File: src/rtl/vtl_pkg.sv
package vtl_pkg;

    typedef enum logic [1:0] {
        ESZ_BYTE  = 2'd0,
        ESZ_HALF  = 2'd1,
        ESZ_WORD  = 2'd2,
        ESZ_DWORD = 2'd3
    } esz_e;

    localparam int unsigned NUM_SIZES = 4;
    localparam int unsigned MIN_EW    = 8;
    localparam int unsigned MAX_EW    = 64;

    // element width in bits for a size slot
    function automatic int unsigned elem_bits(input int unsigned sz);
        return MIN_EW << sz;
    endfunction

    // element count of a vector of vbits for a size slot
    function automatic int unsigned elem_count(input int unsigned vbits, input int unsigned sz);
        return vbits / elem_bits(sz);
    endfunction

    // bits needed to address elem_count elements (never below one)
    function automatic int unsigned sel_bits(input int unsigned n);
        return (n > 1) ? $clog2(n) : 1;
    endfunction

endpackage

File: src/rtl/vtl_size_lanes.sv
module vtl_size_lanes
    import vtl_pkg::*;
#(
    parameter int unsigned VBITS = 128,
    parameter int unsigned SZ    = 0
) (
    input  logic [VBITS-1:0] data_vec,
    input  logic [VBITS-1:0] index_vec,
    output logic [VBITS-1:0] result
);
    localparam int unsigned EW = elem_bits(SZ);
    localparam int unsigned NE = elem_count(VBITS, SZ);
    localparam int unsigned IW = sel_bits(NE);

    logic [EW-1:0] table_el [NE];

    for (genvar k = 0; k < NE; k++) begin : g_split
        assign table_el[k] = data_vec[k*EW +: EW];
    end

    for (genvar i = 0; i < NE; i++) begin : g_lane
        logic [EW-1:0] sel_raw;
        logic [63:0]   sel_wide;
        logic          in_range;
        logic [IW-1:0] sel;

        assign sel_raw  = index_vec[i*EW +: EW];
        assign sel_wide = 64'(sel_raw);
        assign in_range = sel_wide < 64'(NE);
        assign sel      = sel_raw[IW-1:0];
        assign result[i*EW +: EW] = in_range ? table_el[sel] : '0;
    end

endmodule

File: src/rtl/vtl_size_mux.sv
module vtl_size_mux
    import vtl_pkg::*;
#(
    parameter int unsigned VBITS = 128
) (
    input  esz_e             esz,
    input  logic [VBITS-1:0] by_size [NUM_SIZES],
    output logic [VBITS-1:0] picked
);
    always_comb begin
        unique case (esz)
            ESZ_BYTE:  picked = by_size[0];
            ESZ_HALF:  picked = by_size[1];
            ESZ_WORD:  picked = by_size[2];
            default:   picked = by_size[3];
        endcase
    end
endmodule

File: src/rtl/vtl_permute.sv
module vtl_permute
    import vtl_pkg::*;
#(
    parameter int unsigned VBITS = 128
) (
    input  logic             clk,
    input  logic             rst,
    input  logic             in_valid,
    input  logic [1:0]       elem_size,
    input  logic [VBITS-1:0] data_vec,
    input  logic [VBITS-1:0] index_vec,
    output logic             out_valid,
    output logic [VBITS-1:0] out_vec
);
    localparam int unsigned NE_BYTE = elem_count(VBITS, 0);

    esz_e             esz;
    logic [VBITS-1:0] size_res [NUM_SIZES];
    logic [VBITS-1:0] next_vec;

    assign esz = esz_e'(elem_size);

    for (genvar s = 0; s < NUM_SIZES; s++) begin : g_size
        vtl_size_lanes #(.VBITS(VBITS), .SZ(s)) u_lanes (
            .data_vec  (data_vec),
            .index_vec (index_vec),
            .result    (size_res[s])
        );
    end

    vtl_size_mux #(.VBITS(VBITS)) u_mux (
        .esz     (esz),
        .by_size (size_res),
        .picked  (next_vec)
    );

    // whole result written in one edge from inputs sampled at that edge
    always_ff @(posedge clk) begin
        if (rst) begin
            out_valid <= 1'b0;
            out_vec   <= '0;
        end else begin
            out_valid <= in_valid;
            if (in_valid) begin
                out_vec <= next_vec;
            end
        end
    end

    a_r5_valid_follows: assert property (@(posedge clk) disable iff (rst)
        in_valid |=> out_valid);
    a_r5_idle_follows: assert property (@(posedge clk) disable iff (rst)
        !in_valid |=> !out_valid);
    a_r6_hold_when_idle: assert property (@(posedge clk) disable iff (rst)
        !in_valid |=> $stable(out_vec));
    a_r3_byte0_zero: assert property (@(posedge clk) disable iff (rst)
        (in_valid && elem_size == 2'd0 && 32'(index_vec[7:0]) >= NE_BYTE)
        |=> out_vec[7:0] == 8'h00);
    a_r2_byte0_pick: assert property (@(posedge clk) disable iff (rst)
        (in_valid && elem_size == 2'd0 && 32'(index_vec[7:0]) < NE_BYTE)
        |=> out_vec[7:0] == 8'($past(data_vec >> {index_vec[7:0], 3'b000})));
    a_r4_dword0_wide_zero: assert property (@(posedge clk) disable iff (rst)
        (in_valid && elem_size == 2'd3 && index_vec[63:32] != 32'd0)
        |=> out_vec[63:0] == 64'd0);

endmodule

File: config.mk
export PLATFORM = sky130hd
export DESIGN_NAME = vtl_permute
export DESIGN_NICKNAME = d
export VERILOG_FILES = /design/src/rtl/vtl_pkg.sv /design/src/rtl/vtl_size_lanes.sv /design/src/rtl/vtl_size_mux.sv /design/src/rtl/vtl_permute.sv
export SDC_FILE = /design/constraint.sdc
export NUM_CORES = 2
export LEC_CHECK = 0
export BUFFER_PORTS_ARGS = -buffer_cell sky130_fd_sc_hd__buf_2
export CAP_MARGIN = 20
export CORE_MARGIN = 10
export CORE_UTILIZATION = 25
export DETAILED_ROUTE_END_ITERATION = 7
export PLACE_DENSITY_LB_ADDON = 0.08
export SLEW_MARGIN = 10
export SYNTH_ARGS = -nofsm -noshare
export SYNTH_HDL_FRONTEND = slang
export SYNTH_SLANG_ARGS = --single-unit
File: constraint.sdc
create_clock -name clk -period 3.6 [get_ports clk]
set_input_delay 0.18 -clock clk [delete_from_list [all_inputs] [get_ports clk]]
set_output_delay 0.18 -clock clk [all_outputs]
set_load 0.03 [all_outputs]
==> flow_metrics.tcl <==
set metrics [dict create \
    numCtsBuffers 17 \
    drt_iter0_markers 5560 \
    peakVddDrop_v 0.000301 \
    layout_min_cycle_time_ns 3.19 \
    post-route-period-util_pct 88.6 \
    cp_cell_sequence "buf_2 -> or4_1 -> or4_1 -> nor3_2 -> buf_4 -> and3_1 -> buf_4 -> a21oi_1 -> nor4_1 -> dlygate4sd3_1" \
    crit_family "simple AND/OR/NAND/NOR gates" \
    cts_buffer_depth 2 \
    root_buffer "clkbuf_16" \
    synth.avg_cell_area_um2 10.3 \
    ys_seq_area_share_pct 7.05 \
    track_usage_pct 30.0 \
    relSlewSlack_pct 30.4 \
    h-tree-depth 4 \
    antenna_found_initial 39 \
    synthesis.instances 3540 \
    cts_tree "done" \
    overflow 0 \
    nets 3739 \
    path_class "primary input to flip-flop" \
    avgRoutedWirePerCell_um 46.9 \
    place_congestion 0.880 \
    grt_pass1_vias 36168 \
    yosys_warnings 0 \
    cp.required_ns 4.09 \
    status "complete, no violations" \
    crit_cells 10 \
    drt_pass1_iterations 7 \
    synth_seq_cells 129 \
    top_usage_layer "met2" \
    clk_pin_slew_ns 0.08 \
    synth_top_area_share_pct 50.6 \
    leakage_uw 0.0146 \
    max_clock_freq_mhz 314 \
    routed_via_density 7.03 \
    clock_sinks 129 \
    total_power_uw 9390 \
    die_h_um 403 \
    synth_area_um2 36600 \
    reg2reg_depth 5 \
    area_growth_pct 12.9 \
    grt_max_degree 134 \
    initial_utilization_pct 25.2 \
    num_vias 38115 \
    die_w_um 403 \
    final.setup_skew_ns 0 \
    clk_latency_ns 0.55 \
    grt_pass1_wl_um 344000 \
    synth_cell_type_count 67 \
    synth_top_area_cell "mux4_2" \
    synthesis.nets 3801 \
    met2_usage_pct 43.9 \
    whs_path_depth 3 \
    slew_violations 0 \
    core_area_um2 146000 \
    routed_wl_um 254000 \
    maxCapViolations 0 \
    ant_nets 0 \
    met1_usage_pct 43.0 \
    rows 140 \
    synth_ff_type "dfxtp_1" \
    io_buffers 389 \
    start_kind "primary input" \
    cp.buffers_inverters 4 \
    setup_viol 0 \
    dp_hpwl_um 180000 \
    slowest_stage "or4_1" \
    layout-drive-gt1-share_pct 46.2 \
    arrival_ns 3.68 \
    synthTopCellsByArea "mux4_2 51%, mux2i_1 9.2%, dfxtp_1 7.1%" \
    hp-class "primary input to flip-flop" \
    cp-end-kind "flip-flop" \
    crit_path_max_incr_delay_ns 0.77 \
    use_met3_pct 8.55 \
    power_per_cell_area_nw_per_um2 227 \
    synth-edff-count 0 \
    die_area_um2 162000 \
    async_reset_ff_share_pct 0 \
    io_pins 390 \
    rsz0062_at_grt "false" \
    drcViolationCount 0 \
    final.setup.tns_ns 0 \
    cp_max_fo 18 \
    postCtsSetupRepairBufs 0 \
    hold_viol_final 0 \
    worstMarginPinSlew_ns 1.04 \
]
## cell type report
class	count	area, um^2
Clock inverter	15	229
Timing Repair Buffer	689	4510
Sequential cell	129	2580
Multi-Input combinational cell	2612	31100
Inverter	29	109
Clock buffer	17	425
Fill cell	15238	104000
Antenna cell	11	27.5
Tap cell	1917	2400
## synthesized netlist by cell type (all sizes together), types with 46 or more instances
library cell and number:
mux4 823, clkbuf 621, mux2i 336, nand2 219, a21oi 200, o21ai 185, buf 149, dfxtp 129
a211oi 95, nor2 74, a32o 64, nor2b 61, o31ai 46
## placed cells by master (no fill, tap or decap), drive strengths merged, types with 7 or more instances in the layout
master,n
mux4,823
buf,685
mux2i,336
nand2,219
a21oi,200
o21ai,185
dfxtp,129
a211oi,95
nor2,74
a32o,64
nor2b,61
o31ai,46
mux2,40
o22ai,38
nand2b,34
a221oi,33
a22oi,30
inv,30
a221o,28
and2,28
nor4,26
a32oi,25
nand3,24
or4,21
clkbuf,19
nor3,17
a31oi,16
nand4,15
o2111ai,15
a2111oi,14
diode,11
o211ai,10
or3,8
or2,8
a21o,8
a211o,8
and4b,8
clkinv,8
and3,7
## sequential cells by signal, summed over array words and instances (netlist names)
| register | count |
|---|---|
| out_valid | 1 |
| out_vec | 128 |
## layer usage
| metal | share of wire (%) | vias up |
|---|---|---|
| li1 | - | 14383 |
| met1 | 43 | 20721 |
| met2 | 43 | 2701 |
| met3 | 11 | 284 |
| met4 | 3.0 | 26 |
| met5 | 0.057 | - |
## through the flow
| stage | hold slack, ns | instance area [um^2] | util [%] | worst slack [ns] | std cells |
|---|---|---|---|---|---|
| after floorplan | 0.258 | 36600 | - | 0.662 | 3540 |
| after global placement | 0.437 | 40600 | 27.9 | 0.300 | 5373 |
| after detailed placement | 0.438 | 40600 | 27.9 | 0.276 | 5373 |
| after CTS | 0.000930 | 41300 | 28.4 | 0.561 | 5407 |
| after global routing | 0.0601 | 41300 | 28.4 | 0.316 | 5411 |
| final | 0.0346 | 41300 | 28.4 | 0.411 | 5419 |
## report_power, final
group | switching [uW] | internal [uW] | total (uW)
registers | 83.0 | 1480 | 1560
clock network | 971 | 1240 | 2210
logic | 3300 | 2320 | 5620
## final timing paths
check                                    from  slack, ns           end
worst max-delay path            index_vec[90]       0.41   out_vec[85]
worst min-delay path                 in_valid       0.03   out_vec[51]
worst max register to register    out_vec[51]       1.47   out_vec[51]
worst min register to register   out_vec[104]       0.46  out_vec[104]
## worst reg2reg max path, cell delays in order, from the launching register on
cell and delay [ns]:
dfxtp_1 0.35, a21oi_1 0.75, o21ai_0 0.22, a221oi_1 0.37, buf_4 0.25, nor4_1 0.08
## cell families (layout without fill, tap and decap cells)
logic type	count (synthesis)	after routing	synth area share, %
multiplexers	1199	1199	61.0
AO/OA/AOI/OAI	851	851	15.7
buffers and inverters	799	750	8.39
AND/OR/NAND/NOR	562	562	7.80
flip-flops	129	129	7.05
other	0	11	0
## timing repair
item / in CTS / in global routing
endpoints found under the hold margin: 4 / 0
gates resized for setup: 0 / 0
hold buffers: 2 / 0
Power figures use the tool's default switching activity.
